File: config.mk
export PLATFORM = sky130hd
export DESIGN_NAME = mw_eeprom_rd
export DESIGN_NICKNAME = d
export VERILOG_FILES = /design/src/rtl/mwr_pkg.sv /design/src/rtl/mwr_tick.sv /design/src/rtl/mwr_shreg.sv /design/src/rtl/mw_eeprom_rd.sv
export SDC_FILE = /design/constraint.sdc
export NUM_CORES = 1
export LEC_CHECK = 0
export ABC_AREA = 0
export BUFFER_PORTS_ARGS = -buffer_cell sky130_fd_sc_hd__clkbuf_2
export CORE_ASPECT_RATIO = 0.75
export CORE_UTILIZATION = 50
export CTS_CLUSTER_DIAMETER = 40
export DETAILED_ROUTE_END_ITERATION = 8
export PLACE_DENSITY = 0.72
export RECOVER_POWER = 25
export SYNTH_ARGS = -nofsm -noshare
export SYNTH_HDL_FRONTEND = slang
export SYNTH_SLANG_ARGS = --single-unit
export TNS_END_PERCENT = 30
File: constraint.sdc
create_clock -name clk -period 2.1 [get_ports clk]
set_input_delay 0.315 -clock clk [delete_from_list [all_inputs] [get_ports clk]]
set_output_delay 0.315 -clock clk [all_outputs]
set_load 0.005 [all_outputs]
File: src/rtl/mwr_pkg.sv
package mwr_pkg;

    typedef enum logic [2:0] {
        ST_IDLE,
        ST_CS_LO,
        ST_CS_HI,
        ST_CMD_LO,
        ST_CMD_HI,
        ST_GAP,
        ST_DAT_HI,
        ST_DAT_LO
    } mwr_state_e;

    // start bit followed by the read opcode
    localparam logic [2:0] RD_HEADER = 3'b110;
    // zero bits sent ahead of the start bit
    localparam int LEAD_ZEROS = 2;

endpackage

File: src/rtl/mwr_tick.sv
module mwr_tick #(
    parameter int HALF_CYC = 4
) (
    input  logic clk,
    input  logic rst_n,
    input  logic en,
    output logic tick
);
    localparam int CW = (HALF_CYC > 1) ? $clog2(HALF_CYC) : 1;
    localparam logic [CW-1:0] LAST = CW'(HALF_CYC - 1);

    logic [CW-1:0] cnt_d, cnt_q;

    always_comb begin
        tick  = en && (cnt_q == LAST);
        cnt_d = cnt_q;
        if (!en || tick) cnt_d = '0;
        else             cnt_d = cnt_q + 1'b1;
    end

    always_ff @(posedge clk or negedge rst_n) begin
        if (!rst_n) cnt_q <= '0;
        else        cnt_q <= cnt_d;
    end


    cnt_in_range_chk: assert property (@(posedge clk) disable iff (!rst_n)
        cnt_q <= LAST);


    cnt_idle_zero_chk: assert property (@(posedge clk) disable iff (!rst_n)
        !en |=> (cnt_q == '0));

endmodule

File: src/rtl/mwr_shreg.sv
module mwr_shreg #(
    parameter int W         = 16,
    parameter bit MSB_FIRST = 1'b1
) (
    input  logic         clk,
    input  logic         rst_n,
    input  logic         clr,
    input  logic         shift,
    input  logic         sin,
    output logic [W-1:0] q
);
    logic [W-1:0] sh_d, sh_q, shifted;

    generate
        if (MSB_FIRST) begin : g_msb
            assign shifted = {sh_q[W-2:0], sin};
        end else begin : g_lsb
            assign shifted = {sin, sh_q[W-1:1]};
        end
    endgenerate

    always_comb begin
        sh_d = sh_q;
        if (clr)        sh_d = '0;
        else if (shift) sh_d = shifted;
    end

    always_ff @(posedge clk or negedge rst_n) begin
        if (!rst_n) sh_q <= '0;
        else        sh_q <= sh_d;
    end

    assign q = sh_q;


    hold_when_quiet_chk: assert property (@(posedge clk) disable iff (!rst_n)
        (!clr && !shift) |=> $stable(sh_q));

endmodule

File: src/rtl/mw_eeprom_rd.sv
module mw_eeprom_rd #(
    parameter int ADDR_W   = 6,
    parameter int DATA_W   = 16,
    parameter int HALF_CYC = 4
) (
    input  logic              clk,
    input  logic              rst_n,
    input  logic              start_i,
    input  logic [ADDR_W-1:0] addr_i,
    output logic              busy_o,
    output logic              done_o,
    output logic [DATA_W-1:0] rdata_o,
    output logic              ee_cs_o,
    output logic              ee_sk_o,
    output logic              ee_do_o,
    input  logic              ee_di_i
);
    import mwr_pkg::*;

    localparam int CMD_W = ADDR_W + 3 + LEAD_ZEROS;
    localparam int MAXB  = (CMD_W > DATA_W) ? CMD_W : DATA_W;
    localparam int CNT_W = $clog2(MAXB + 1);
    localparam logic [CNT_W-1:0] CMD_LAST = CNT_W'(CMD_W - 1);
    localparam logic [CNT_W-1:0] DAT_LAST = CNT_W'(DATA_W - 1);

    typedef struct packed {
        mwr_state_e       st;
        logic [CNT_W-1:0] cnt;
        logic [CMD_W-1:0] cmd;
        logic             cs;
        logic             sk;
        logic             sdo;
        logic             done;
    } ctl_t;

    ctl_t ctl_d, ctl_q;
    logic tick, rx_clr, rx_shift;

    mwr_tick #(.HALF_CYC(HALF_CYC)) u_tick (
        .clk  (clk),
        .rst_n(rst_n),
        .en   (ctl_q.st != ST_IDLE),
        .tick (tick)
    );

    mwr_shreg #(.W(DATA_W), .MSB_FIRST(1'b1)) u_rx (
        .clk  (clk),
        .rst_n(rst_n),
        .clr  (rx_clr),
        .shift(rx_shift),
        .sin  (ee_di_i),
        .q    (rdata_o)
    );

    assign rx_clr   = (ctl_q.st == ST_IDLE) && start_i;
    assign rx_shift = (ctl_q.st == ST_DAT_HI) && tick;

    always_comb begin
        ctl_d      = ctl_q;
        ctl_d.done = 1'b0;
        unique case (ctl_q.st)
            ST_IDLE: begin
                if (start_i) begin
                    ctl_d.st  = ST_CS_LO;
                    ctl_d.cmd = {{LEAD_ZEROS{1'b0}}, RD_HEADER, addr_i};
                end
            end
            ST_CS_LO:  if (tick) ctl_d.st = ST_CS_HI;
            ST_CS_HI: begin
                if (tick) begin
                    ctl_d.st  = ST_CMD_LO;
                    ctl_d.cnt = CMD_LAST;
                end
            end
            ST_CMD_LO: if (tick) ctl_d.st = ST_CMD_HI;
            ST_CMD_HI: begin
                if (tick) begin
                    if (ctl_q.cnt == '0) ctl_d.st = ST_GAP;
                    else begin
                        ctl_d.st  = ST_CMD_LO;
                        ctl_d.cnt = ctl_q.cnt - 1'b1;
                    end
                end
            end
            ST_GAP: begin
                if (tick) begin
                    ctl_d.st  = ST_DAT_HI;
                    ctl_d.cnt = DAT_LAST;
                end
            end
            ST_DAT_HI: if (tick) ctl_d.st = ST_DAT_LO;
            ST_DAT_LO: begin
                if (tick) begin
                    if (ctl_q.cnt == '0) begin
                        ctl_d.st   = ST_IDLE;
                        ctl_d.done = 1'b1;
                    end else begin
                        ctl_d.st  = ST_DAT_HI;
                        ctl_d.cnt = ctl_q.cnt - 1'b1;
                    end
                end
            end
            default: ctl_d.st = ST_IDLE;
        endcase

        ctl_d.cs  = (ctl_d.st != ST_IDLE) && (ctl_d.st != ST_CS_LO);
        ctl_d.sk  = (ctl_d.st == ST_CMD_HI) || (ctl_d.st == ST_DAT_HI);
        ctl_d.sdo = ((ctl_d.st == ST_CMD_LO) || (ctl_d.st == ST_CMD_HI))
                    ? ctl_d.cmd[ctl_d.cnt] : 1'b0;
    end

    always_ff @(posedge clk or negedge rst_n) begin
        if (!rst_n) begin
            ctl_q    <= '0;
            ctl_q.st <= ST_IDLE;
        end else begin
            ctl_q <= ctl_d;
        end
    end

    assign busy_o  = (ctl_q.st != ST_IDLE);
    assign done_o  = ctl_q.done;
    assign ee_cs_o = ctl_q.cs;
    assign ee_sk_o = ctl_q.sk;
    assign ee_do_o = ctl_q.sdo;


    sk_needs_cs_chk: assert property (@(posedge clk) disable iff (!rst_n)
        ee_sk_o |-> ee_cs_o);


    done_single_chk: assert property (@(posedge clk) disable iff (!rst_n)
        done_o |=> !done_o);


    done_not_busy_chk: assert property (@(posedge clk) disable iff (!rst_n)
        done_o |-> !busy_o);


    busy_after_start_chk: assert property (@(posedge clk) disable iff (!rst_n)
        (start_i && !busy_o) |=> busy_o);


    do_hold_high_chk: assert property (@(posedge clk) disable iff (!rst_n)
        (ee_sk_o && $past(ee_sk_o)) |-> $stable(ee_do_o));


    busy_ignore_chk: assert property (@(posedge clk) disable iff (!rst_n)
        (busy_o && start_i) |=> $stable(ctl_q.cmd));


    cs_low_at_done_chk: assert property (@(posedge clk) disable iff (!rst_n)
        done_o |-> !ee_cs_o);


    rdata_idle_hold_chk: assert property (@(posedge clk) disable iff (!rst_n)
        (!busy_o && !start_i) |=> $stable(rdata_o));

endmodule

==> impl_metrics.py <==
metrics = {
    "placement": {
        "placed_cell_area_um2": 2410,
        "gp_congestion": 0.924,
        "port_buffers": 30,
        "dp_hpwl_mm": 3.17,
        "place_inst": 294,
    },
    "global_route": {
        "grt_max_degree": 42,
        "global_route.usage.total_pct": 23.0,
        "met2_usage_pct": 34.7,
        "grt_overflow": 0,
        "grt_pass1_wl_mm": 7.33,
        "grt-busiest-layer": "met2",
        "met1_usage_pct": 31.9,
        "met3_usage_pct": 4.95,
        "first_global_vias": 1593,
        "antenna_found_initial": 0,
    },
    "logic_synthesis": {
        "netlist_instances": 192,
        "syn_area_per_cell_um2": 10.6,
        "synth_edf_count": 0,
        "synth-async-reset-ratio_pct": 100,
        "ys_warn_count": 0,
        "yosys_most_used_dff": "dfrtp_1",
        "synth_area_um2": 2030,
        "synth_fp_nets": 205,
        "ys_types": 49,
        "ys_seq_area_share_pct": 50.6,
        "synth-seq-cells": 41,
    },
    "worst_setup_path": {
        "endpoint_kind": "flip-flop",
        "crit_type": "flip-flop to flip-flop",
        "required_ps": 2330,
        "startpoint_type": "flip-flop",
        "crit_path_max_fanout": 6,
        "cp.arrival_ps": 2470,
        "reg2reg_from": "ctl_q[15]$_DFF_PN0_",
        "startpoint": "ctl_q[15]$_DFF_PN0_",
    },
    "pwr": {
        "cellPowerDensity_nw_per_um2": 568,
        "power_uw": 1440,
        "p_leak_uw": 0.00114,
        "ir_drop_mv": 0.480,
    },
    "clocking": {
        "clk_pin_slew_worst_paths_ps": 80,
        "post_cts_buffers": 0,
        "cts_num_sinks": 41,
        "root_buffer": "clkbuf_8",
        "cts_tree": "yes",
        "clock_path_buffers": 2,
        "numCtsBuffers": 5,
        "cts_htree_levels": 2,
        "clk_latency_ps": 290,
    },
    "timing": {
        "rsz0062_at_grt": "yes",
        "maxSlewHeadroom_pct": 32.9,
        "setup_viol": 1,
        "fin_crit_sh_pct": 106,
        "min_period_ps": 2230,
        "maxSlewViolCount": 0,
        "worst_pin_slew_ps": 1010,
        "skew_ps": 4.58,
        "finalWorstSetupSlack_ps": -133,
        "fmax_ghz": 0.448,
        "hold_viol": 0,
    },
    "routing": {
        "drc": 0,
        "wl_per_cell_um": 14.3,
        "via_per_inst": 5.44,
        "wl_mm": 4.31,
        "dr.pass1.iters": 4,
        "drt_iter0_markers": 121,
        "drtAntennaViolNets": 0,
        "vias": 1643,
    },
    "finish": {
        "area_growth_pct": 24.8,
        "post-route-util_pct": 67.3,
        "insertedDiodeCount": 0,
        "fin_cells": 302,
        "fillCellCount": 305,
        "final_nets": 262,
        "final_area_um2": 2530,
        "drive_gt1_share_pct": 35.6,
    },
    "worst_hold_path": {
        "worstHoldStart": "ee_di_i",
        "min_path_type": "primary input to flip-flop",
    },
    "die": {
        "die-area_um2": 4310,
        "die_x_um": 75.5,
        "fp-row-count": 19,
        "die_y_um": 57.1,
        "start_util_pct": 53.9,
        "io_pins": 31,
        "coreArea_um2": 3760,
    },
    "status": {
        "outcome": "complete, but fails checks",
        "violations": "setup timing",
    },
    "flow_run": {
        "maxCapViolations": 0,
    },
}
-- timing repair --
item                       4_1_cts  5_1_grt
resized for setup                0        2
gates cloned                     0        0
pin swaps                        1        0
setup endpoints to repair        1        1
hold endpoints to repair         0        0
hold buffers                     0        0
-- through the flow --
step / hold slack [ps] / setup WS (ps) / setup TNS, ps
3_5_place_dp: 409 / -98.6 / -98.6
2_1_floorplan: 19.4 / -2.28 / -2.28
3_3_place_gp: 396 / 12.1 / 0
4_1_cts: 89.8 / -106 / -106
5_1_grt: 246 / -234 / -234
6_report: 251 / -133 / -133
-- kinds of logic (layout without fill, tap and decap cells) --
kind of cell	count (synthesis)	count (layout)	synth area share (%)
AND/OR/NAND/NOR	73	73	19.4
multiplexers	12	12	6.30
buffers and inverters	19	77	5.06
adder cells (fa/ha/maj)	3	3	1.85
flip-flops	41	41	50.6
AO/OA/AOI/OAI	42	42	15.9
XOR/XNOR	2	2	0.865
-- report_power, final --
part           internal, µW  total, µW  switching [µW]
registers               789        789               0
clock network           357        624             268
logic                  6.50       23.1            16.6
total                  1150       1440             284
-- layout by cell type, fill, tap and decap left out, types with 2 or more instances in the layout --
master      n
o21ai_0     2
mux2_2      6
a21oi_1    19
nor2_1      7
clkbuf_8    5
nand2_1    35
nor4_1      2
a31oi_1     2
dfrtp_1    41
nor2b_1     4
nand2b_1    2
mux2i_1     5
nand4b_1    2
nor3_1      7
or2_2       2
clkbuf_2   31
or3_1       2
inv_2       2
o21a_1      2
inv_1       5
a22o_1      3
ha_1        2
nor3b_1     2
o31ai_1     2
o2bb2ai_1   2
buf_4      29
-- worst paths after layout --
path	slack, ps	to	cells past startpoint
setup / recovery	-130	ee_do_o$_DFF_PN0_	8
hold / removal	250	u_rx.q[0]$_DFFE_PN0P_	2
setup reg to reg	-130	ee_do_o$_DFF_PN0_	8
hold reg to reg	450	u_tick.cnt_q[0]$_DFF_PN0_	1
max in group asynchronous	1210	u_rx.q[7]$_DFFE_PN0P_	2
min in group asynchronous	260	ctl_q[22]$_DFF_PN0_	2
-- critical path, stage by stage (launching register included) --
cell and delay, ps:
dfrtp_1 390, inv_2 90, ha_2 180, or4b_4 490, o311ai_4 300, nor3_4 130
mux2i_2 190, a221oi_2 250, a22o_1 170
-- layer usage --
layer / part of all wire [%] / wire (µm) / vias to the layer above
met3: 4.1 / 175 / 6
met1: 47 / 2040 / 803
met4: 1.3 / 55 / 0
li1: - / - / 789
met5: 0 / 0 / -
met2: 47 / 2040 / 45
-- area by class of cell --
type	count	area, µm²	share of cell area [%]
Timing Repair Buffer	61	393	15.5
Clock buffer	6	72.6	2.87
Tap cell	52	65.1	2.57
Inverter	8	30.0	1.19
Multi-Input combinational cell	132	903	35.7
Sequential cell	41	1030	40.6
Clock inverter	2	38.8	1.53
-- cell usage after synthesis (2+ instances only) --
master | n | share of area (%)
dfrtp_1 | 41 | 51
a22o_1 | 3 | 1.3
nor2b_1 | 4 | 1.2
o31ai_1 | 2 | 0.74
nor3b_1 | 2 | 0.74
buf_6 | 2 | 1.1
inv_1 | 6 | 1.1
a31oi_1 | 2 | 0.62
o21a_1 | 2 | 0.74
nor4_1 | 2 | 0.62
o21ai_0 | 2 | 0.49
o2bb2ai_1 | 2 | 0.86
nor2_1 | 7 | 1.3
nand4b_1 | 2 | 0.86
mux2i_1 | 6 | 3.0
nor3_1 | 7 | 1.7
buf_4 | 3 | 1.1
or2_2 | 2 | 0.62
ha_1 | 3 | 1.9
or3_1 | 2 | 0.62
nand2_1 | 35 | 6.5
clkbuf_1 | 4 | 0.74
nand2b_1 | 2 | 0.62
mux2_2 | 6 | 3.3
a21oi_1 | 19 | 4.7
-- state kept, by name (all words and copies together) (netlist names) --
| signal | cells |
|---|---|
| u_rx.q | 16 |
| done_o | 1 |
| ee_do_o | 1 |
| ee_sk_o | 1 |
| ee_cs_o | 1 |
| u_tick.cnt_q | 2 |
| ctl_q | 19 |
No activity file was read; power rests on OpenSTA's default activity.
